[src/rtl/tri_asm_pkg.sv]
package tri_asm_pkg;
  typedef enum logic [1:0] {
    TOPO_LIST   = 2'd0,
    TOPO_STRIP  = 2'd1,
    TOPO_FAN    = 2'd2,
    TOPO_SHADER = 2'd3
  } topo_e;

  localparam int SLOTS = 2;

  typedef struct packed {
    logic [SLOTS-1:0] load;
    logic             emit;
  } asmStrobes_t;
endpackage

[src/rtl/tri_asm_ctrl.sv]
module tri_asm_ctrl
  import tri_asm_pkg::*;
(
  input  logic        clk,
  input  logic        rstN,
  input  logic        cfgValid,
  input  logic [1:0]  cfgTopo,
  input  logic        restart,
  input  logic        inValid,
  input  logic        outReady,
  output logic        inReady,
  output logic        outValid,
  output asmStrobes_t strobes
);
  localparam int IDX_W = $clog2(SLOTS + 1);

  topo_e            topo;
  logic [IDX_W-1:0] wrIdx, wrIdxNxt;
  logic             primed, primedNxt;
  logic             accept, listMode, clearReq;

  assign clearReq = cfgValid | restart;
  assign inReady  = !outValid && !clearReq;
  assign accept   = inValid && inReady;
  assign listMode = (topo == TOPO_LIST) || (topo == TOPO_SHADER);

  always_comb begin
    strobes   = '0;
    wrIdxNxt  = wrIdx;
    primedNxt = primed;
    if (accept) begin
      for (int s = 0; s < SLOTS; s++)
        strobes.load[s] = (wrIdx == IDX_W'(s));
      if (listMode) begin
        strobes.emit = (wrIdx == IDX_W'(SLOTS));
        wrIdxNxt     = strobes.emit ? '0 : wrIdx + 1'b1;
      end else begin
        strobes.emit = primed;
        primedNxt    = primed | (wrIdx == IDX_W'(1));
        if (topo == TOPO_STRIP)
          wrIdxNxt = {{(IDX_W-1){1'b0}}, ~wrIdx[0]};
        else
          wrIdxNxt = IDX_W'(1);
      end
    end
  end

  always_ff @(posedge clk) begin
    if (!rstN) begin
      topo     <= TOPO_LIST;
      wrIdx    <= '0;
      primed   <= 1'b0;
      outValid <= 1'b0;
    end else begin
      if (cfgValid) topo <= topo_e'(cfgTopo);
      if (clearReq) begin
        wrIdx  <= '0;
        primed <= 1'b0;
      end else begin
        wrIdx  <= wrIdxNxt;
        primed <= primedNxt;
      end
      if (strobes.emit)  outValid <= 1'b1;
      else if (outReady) outValid <= 1'b0;
    end
  end

  assert_reset_list_R1: assert property (@(posedge clk)
    !rstN |=> (topo == TOPO_LIST) && !outValid);

  assert_hold_R9: assert property (@(posedge clk) disable iff (!rstN)
    (outValid && !outReady) |=> outValid);

  assert_strip_toggle_R4: assert property (@(posedge clk) disable iff (!rstN)
    (accept && topo == TOPO_STRIP) |=> (wrIdx != $past(wrIdx)));

  assert_fan_centre_R5: assert property (@(posedge clk) disable iff (!rstN)
    (primed && topo == TOPO_FAN) |-> (wrIdx == IDX_W'(1)));

  assert_sticky_R6: assert property (@(posedge clk) disable iff (!rstN)
    (primed && !clearReq) |=> primed);

  assert_cfg_load_R7: assert property (@(posedge clk) disable iff (!rstN)
    cfgValid |=> (topo == topo_e'($past(cfgTopo))) && !primed && (wrIdx == '0));

  assert_restart_R8: assert property (@(posedge clk) disable iff (!rstN)
    (restart && !cfgValid) |=> (topo == $past(topo)) && !primed && (wrIdx == '0));

  assert_no_take_R10: assert property (@(posedge clk) disable iff (!rstN)
    clearReq |-> !strobes.emit && (strobes.load == '0));
endmodule

[src/rtl/tri_asm_datapath.sv]
module tri_asm_datapath
  import tri_asm_pkg::*;
#(
  parameter int VTX_W = 16
) (
  input  logic             clk,
  input  logic             rstN,
  input  asmStrobes_t      strobes,
  input  logic [VTX_W-1:0] inVertex,
  output logic [VTX_W-1:0] outV0,
  output logic [VTX_W-1:0] outV1,
  output logic [VTX_W-1:0] outV2
);
  logic [VTX_W-1:0] slot [SLOTS];

  for (genvar s = 0; s < SLOTS; s++) begin : g_slot
    always_ff @(posedge clk) begin
      if (!rstN)                slot[s] <= '0;
      else if (strobes.load[s]) slot[s] <= inVertex;
    end
  end

  always_ff @(posedge clk) begin
    if (!rstN) begin
      outV0 <= '0;
      outV1 <= '0;
      outV2 <= '0;
    end else if (strobes.emit) begin
      outV0 <= slot[0];
      outV1 <= slot[1];
      outV2 <= inVertex;
    end
  end

  assert_out_stable_R9: assert property (@(posedge clk) disable iff (!rstN)
    !strobes.emit |=> $stable(outV0) && $stable(outV1) && $stable(outV2));
endmodule

[src/rtl/tri_assembler.sv]
module tri_assembler
  import tri_asm_pkg::*;
#(
  parameter int VTX_W = 16
) (
  input  logic             clk,
  input  logic             rstN,
  input  logic             cfgValid,
  input  logic [1:0]       cfgTopo,
  input  logic             restart,
  input  logic             inValid,
  input  logic [VTX_W-1:0] inVertex,
  output logic             inReady,
  output logic             outValid,
  output logic [VTX_W-1:0] outV0,
  output logic [VTX_W-1:0] outV1,
  output logic [VTX_W-1:0] outV2,
  input  logic             outReady
);
  asmStrobes_t strobes;

  tri_asm_ctrl ctrl_i (
    .clk(clk), .rstN(rstN), .cfgValid(cfgValid), .cfgTopo(cfgTopo),
    .restart(restart), .inValid(inValid), .outReady(outReady),
    .inReady(inReady), .outValid(outValid), .strobes(strobes)
  );

  tri_asm_datapath #(.VTX_W(VTX_W)) dp_i (
    .clk(clk), .rstN(rstN), .strobes(strobes), .inVertex(inVertex),
    .outV0(outV0), .outV1(outV1), .outV2(outV2)
  );
endmodule

[config.mk]
export PLATFORM = sky130hd
export DESIGN_NAME = tri_assembler
export DESIGN_NICKNAME = d
export VERILOG_FILES = /design/src/rtl/tri_asm_pkg.sv /design/src/rtl/tri_asm_ctrl.sv /design/src/rtl/tri_asm_datapath.sv /design/src/rtl/tri_assembler.sv
export SDC_FILE = /design/constraint.sdc
export NUM_CORES = 1
export LEC_CHECK = 0
export BUFFER_PORTS_ARGS = -buffer_cell sky130_fd_sc_hd__buf_4
export CAP_MARGIN = 10
export CORE_AREA = 2 2 88 90
export DETAILED_ROUTE_END_ITERATION = 10
export DIE_AREA = 0 0 90 92
export GPL_TIMING_DRIVEN = 0
export PLACE_DENSITY = 0.85
export SLEW_MARGIN = 20
export SYNTH_ARGS = -nofsm -noshare
export SYNTH_HDL_FRONTEND = slang
export SYNTH_SLANG_ARGS = --single-unit
[constraint.sdc]
create_clock -name clk -period 2.2 [get_ports clk]
set_input_delay 0.44 -clock clk [delete_from_list [all_inputs] [get_ports clk]]
set_output_delay 0.44 -clock clk [all_outputs]
set_load 0.05 [all_outputs]
; Word-level counts from Yosys, hierarchy flattened
; Memory sizes are Yosys's and may differ from the RTL's. A register that Yosys moved wholly into a read port is not among the register bits.
; Cells that the tools add are included.
[classes]
n_addsub = 1
n_mux = 16
bitwise = 7
reduce_logical = 12
eq_ne = 4
[op_table]
columns = operator, count
row1 = $mux 16, 2
row2 = $mux 1, 11
row3 = $eq 2x1->1 const B, 2
row4 = $eq 2x2->1 const B, 2
row5 = $logic_not 1->1, 4
row6 = $logic_not 2->1, 2
row7 = $mux 2, 2
row8 = $or 1x1->1, 4
row9 = $mux 3, 1
row10 = $not 1->1, 3
row11 = $add 2x1->2 const B, 1
row12 = $logic_and 1x1->1, 2
row13 = $reduce_and 2->1, 1
row14 = $reduce_bool 2->1, 1
row15 = $reduce_or 2->1, 1
row16 = $logic_or 1x1->1, 1
[word_totals]
ramBits = 32
elab_cells = 46
n_memories = 1
register_bits = 22
inputBits = 24
out_inout_bits = 50
[memory_table]
columns = name, words, word_bits, rd, rd_ports_with_merged_regs, write_ports, line_no
row1 = dp_i.slot, 2, 16, 2, 2, 2, tri_asm_datapath.sv:14  ; logic [VTX_W-1:0] slot [SLOTS];

; Logic depth before layout (Yosys ltp)
[logic_depth]
word_depth = 9
mapped_depth = 7
depth_no_buf = 5

; Hierarchy
; From an unflattened synthesis, not the netlist that was laid out.
[hier_totals]
hier_cells = 259
hier_area_um2 = 3340.7
[modules_own_cells]
columns = mod, cells_per_inst, n_inst, area_per_inst_um2
row1 = tri_asm_datapath, 227, 1, 3040.4
row2 = tri_asm_ctrl, 32, 1, 300.3

; Worst setup path after synthesis
; OpenSTA, ideal clock, no wires.
[synth_path]
path_kind = register to register
from = reg ctrl_i.outValid
to = mem dp_i.slot[0][0], enable pin
synth_period_minus_slack_ps = 2269
path_slack_ps = -69
required_time_ps = 1828
n_path_buf = 1
t_arrival_ps = 1898
path_stages_with_launch = 5
path_cell_list = dfxtp_1 > or4b_1 > buf_2 > or3_1 > nand2_1
[synth_lines]
columns = item, line_no
row1 = from (decl), tri_asm_ctrl.sv:12  ; output logic outValid,
row2 = from (signal assigned), tri_asm_ctrl.sv:53  ; outValid <= 1'b0;
row3 = from (signal assigned), tri_asm_ctrl.sv:63  ; if (strobes.emit) outValid <= 1'b1;
row4 = from (signal assigned), tri_asm_ctrl.sv:64  ; else if (outReady) outValid <= 1'b0;
row5 = to (decl), tri_asm_datapath.sv:14

==> run_results.csv <==
group,metric,value,unit
die,die_area,8280,um^2
job,maxCapViolCount,0,
timing,period_needed,2.038,ns
synth,yosysTopAreaCellShare,31.69,%
cells_and_area,drive_gt1_share,25.37,%
synth,ys_types,27,
timing,hold_violations,0,
setup_path,crit_arrival,2.06,ns
route,ant_nets,0,
timing,relSlewSlack,63.81,%
synth,netlist_top_cells_area,"dfxtp_1, edfxtp_1, mux2i_1",
placement,dp_cells,488,
timing,finalCritPeriodShare,92.63,%
synth,synth_most_common_cell,"nand2_1",
setup_path,cpPeakStageDelay,0.49,ns
route,wire_per_inst,14.41,um
synth,synth_enable_flop_cells,32,
die,io_pins,74,
setup_path,crit_chain,"or4b_1 > buf_2 > or3_1 > nand2_2",
timing,drv_slew,0,
clock_tree,root_buffer,"clkbuf_8",
placement,io_buffers,73,
grt,grt_pass1_wl,11.85,mm
status,outcome,"complete, no violations",
synth,synth_cells,313,
route,drt_first_iter_violations,145,
synth,async_flop_share,0,%
setup_path,critical_path.max_fanout,16,
cells_and_area,nNetsFinal,422,
timing,fin_skew,0.008214,ns
synth,synth_top_cell_by_area,"dfxtp_1",
timing,fin_hold_ws,0.3452,ns
power_and_ir_drop,power_density,686.6,nW/um^2
timing,worst_pin_slew,0.5428,ns
power_and_ir_drop,irDropWorstVdd,411.0,uV
die,start_util,45.80,%
setup_path,crit_slowest_cell,"or4b_1",
synth,ys_seq_area_share,59.87,%
die,die_y,92,um
clock_tree,clock_latency,0.36,ns
cells_and_area,fillers,634,
timing,setup_violations,0,
setup_path,end_kind,"register",
synth,avgSynthCellArea,10.90,um^2
clock_tree,postCtsHoldBufs,0,
route,via_count,2467,
setup_path,worst_setup_path_start_kind,"register",
setup_path,crit_type,"reg -> reg",
die,core,7447,um^2
route,via_per_inst,4.895,
timing,fmax,0.4907,GHz
min_path,worstHoldPathType,"in -> reg",
cells_and_area,regArea,2042,um^2
synth,synthTopCellsByCount,"nand2_1, dfxtp_1, mux2i_1",
route,post-route-drc-count,0,
grt,overflow,0,
clock_tree,cts_inserted_buffers,9,
die,num_rows,32,
clock_tree,htreeDepth,3,
placement,hpwl,5.269,mm
grt,grt_pass1_vias,2448,
cells_and_area,stdcell_count,504,
setup_path,worstPathRequired,2.22,ns
synth,synth_nets,338,
synth,mappedNetlistArea,3411,um^2
clock_tree,cts_sinks,86,
clock_tree,cts_tree,"built",
power_and_ir_drop,leakagePower,0.001684,uW
clock_tree,cts_max_path_buffers,2,
synth,synthFlopType,"dfxtp_1",
cells_and_area,syn_to_final_growth,26.27,%
grt,grt_max_degree,17,
cells_and_area,multiInputGateArea,1270,um^2
route,firstDrtPassIters,4,
grt,antenna_found_initial,0,
route,wl,7.265,mm
placement,place_congestion,0.8796,
synth,yosys_warnings,0,
clock_tree,path_clk_slew,0.08,ns
cells_and_area,num_antenna_cells,0,
timing,rsz0062_at_grt,"false",
synth,ys_seq_elements,86,
die,die_w,90,um
grt,grt_use_total,18.41,%
## state kept, by name (all words and copies together) (netlist names)
register         count
ctrl_i.outValid      1
ctrl_i.primed        1
ctrl_i.topo          2
ctrl_i.wrIdx         2
dp_i.outV0          16
dp_i.outV1          16
dp_i.outV2          16
dp_i.slot           32
## what timing repair did
item,4_1_cts,5_1_grt
buffers inserted,0,0
gates resized for setup,0,2
endpoints found under the setup margin,0,17
## cell families (layout without fill, tap and decap cells)
logic type	count (synthesis)	count (layout)	synth area share [%]
and+or+nand+nor	149	149	20.51
adders and majority gates	1	1	0.3668
muxes	50	50	14.67
buffers and inverters	21	110	3.228
AOI/OAI and AO/OA	6	6	1.357
DFF	86	86	59.87
## metrics by stage
| step | setup slack, ns | util [%] | instance area [um^2] | TNS (ns) | total power, uW |
|---|---|---|---|---|---|
| final | 0.1621 | 57.83 | 4307 | 0 | 2957 |
| after global placement | -0.1235 | 54.91 | 4089 | -3.846 | 1861 |
| after CTS | 0.1412 | 57.71 | 4298 | 0 | 2966 |
| after global routing | 0.07182 | 57.83 | 4307 | 0 | 3048 |
| after detailed placement | -0.1994 | 54.91 | 4089 | -5.365 | 1866 |
| after floorplan | 0.09058 | - | 3413 | 0 | 1791 |
## per-layer routing
layer	wire [um]	vias to the layer above	track usage, %
met5	0	-	0
met4	257	0	10.38
met3	496	21	4.355
met2	3535	88	30.58
met1	2976	1153	22.08
li1	-	1205	-
## cell usage in the layout, fill, tap and decap left out, drive strengths merged, types with 2 or more instances in the layout
master and count:
a21oi 3, a31oi 2, and2 32, buf 80, clkbuf 22, clkinv 3
clkinvlp 2, dfxtp 54, edfxtp 32, inv 2, mux2i 50, nand2 102
nor2b 4, nor4b 2
## report_power, final
group          total, uW  leakage, uW  switching, uW  internal (uW)
Combinational        148     0.000814           92.9           55.2
Clock               1130    0.0000987            567            561
Sequential          1680     0.000771           8.18           1670
Total               2960      0.00168            668           2290
## area by class of cell
class	count	area share, %
sequential	86	47.41
multi-input combinational	206	29.49
timing repair buffer	73	12.73
clock buffer	10	3.196
tap	102	2.963
buffer	19	2.382
clock inverter	6	1.656
inverter	2	0.1743
## path summary, 6_finish.rpt
check             cells past startpoint                         start                             end  slack [ns]
setup reg to reg                      4  ctrl_i.outValid$_SDFFE_PN0P_  dp_i.slot[0][13]$_SDFFCE_PN0P_        0.16
setup / recovery                      4  ctrl_i.outValid$_SDFFE_PN0P_  dp_i.slot[0][13]$_SDFFCE_PN0P_        0.16
hold reg to reg                       2    dp_i.outV1[1]$_SDFFE_PN0P_      dp_i.outV1[1]$_SDFFE_PN0P_        0.46
hold / removal                        3                    cfgTopo[1]     ctrl_i.topo[1]$_SDFFE_PN0P_        0.35
## critical path: cells and delay by family, from the launching register on
kind	cells	cell delay, ns
buf+inv	1	0.18
flops	1	0.35
simple gates	3	1.17
Note: power is estimated with default switching activity, not from simulation.
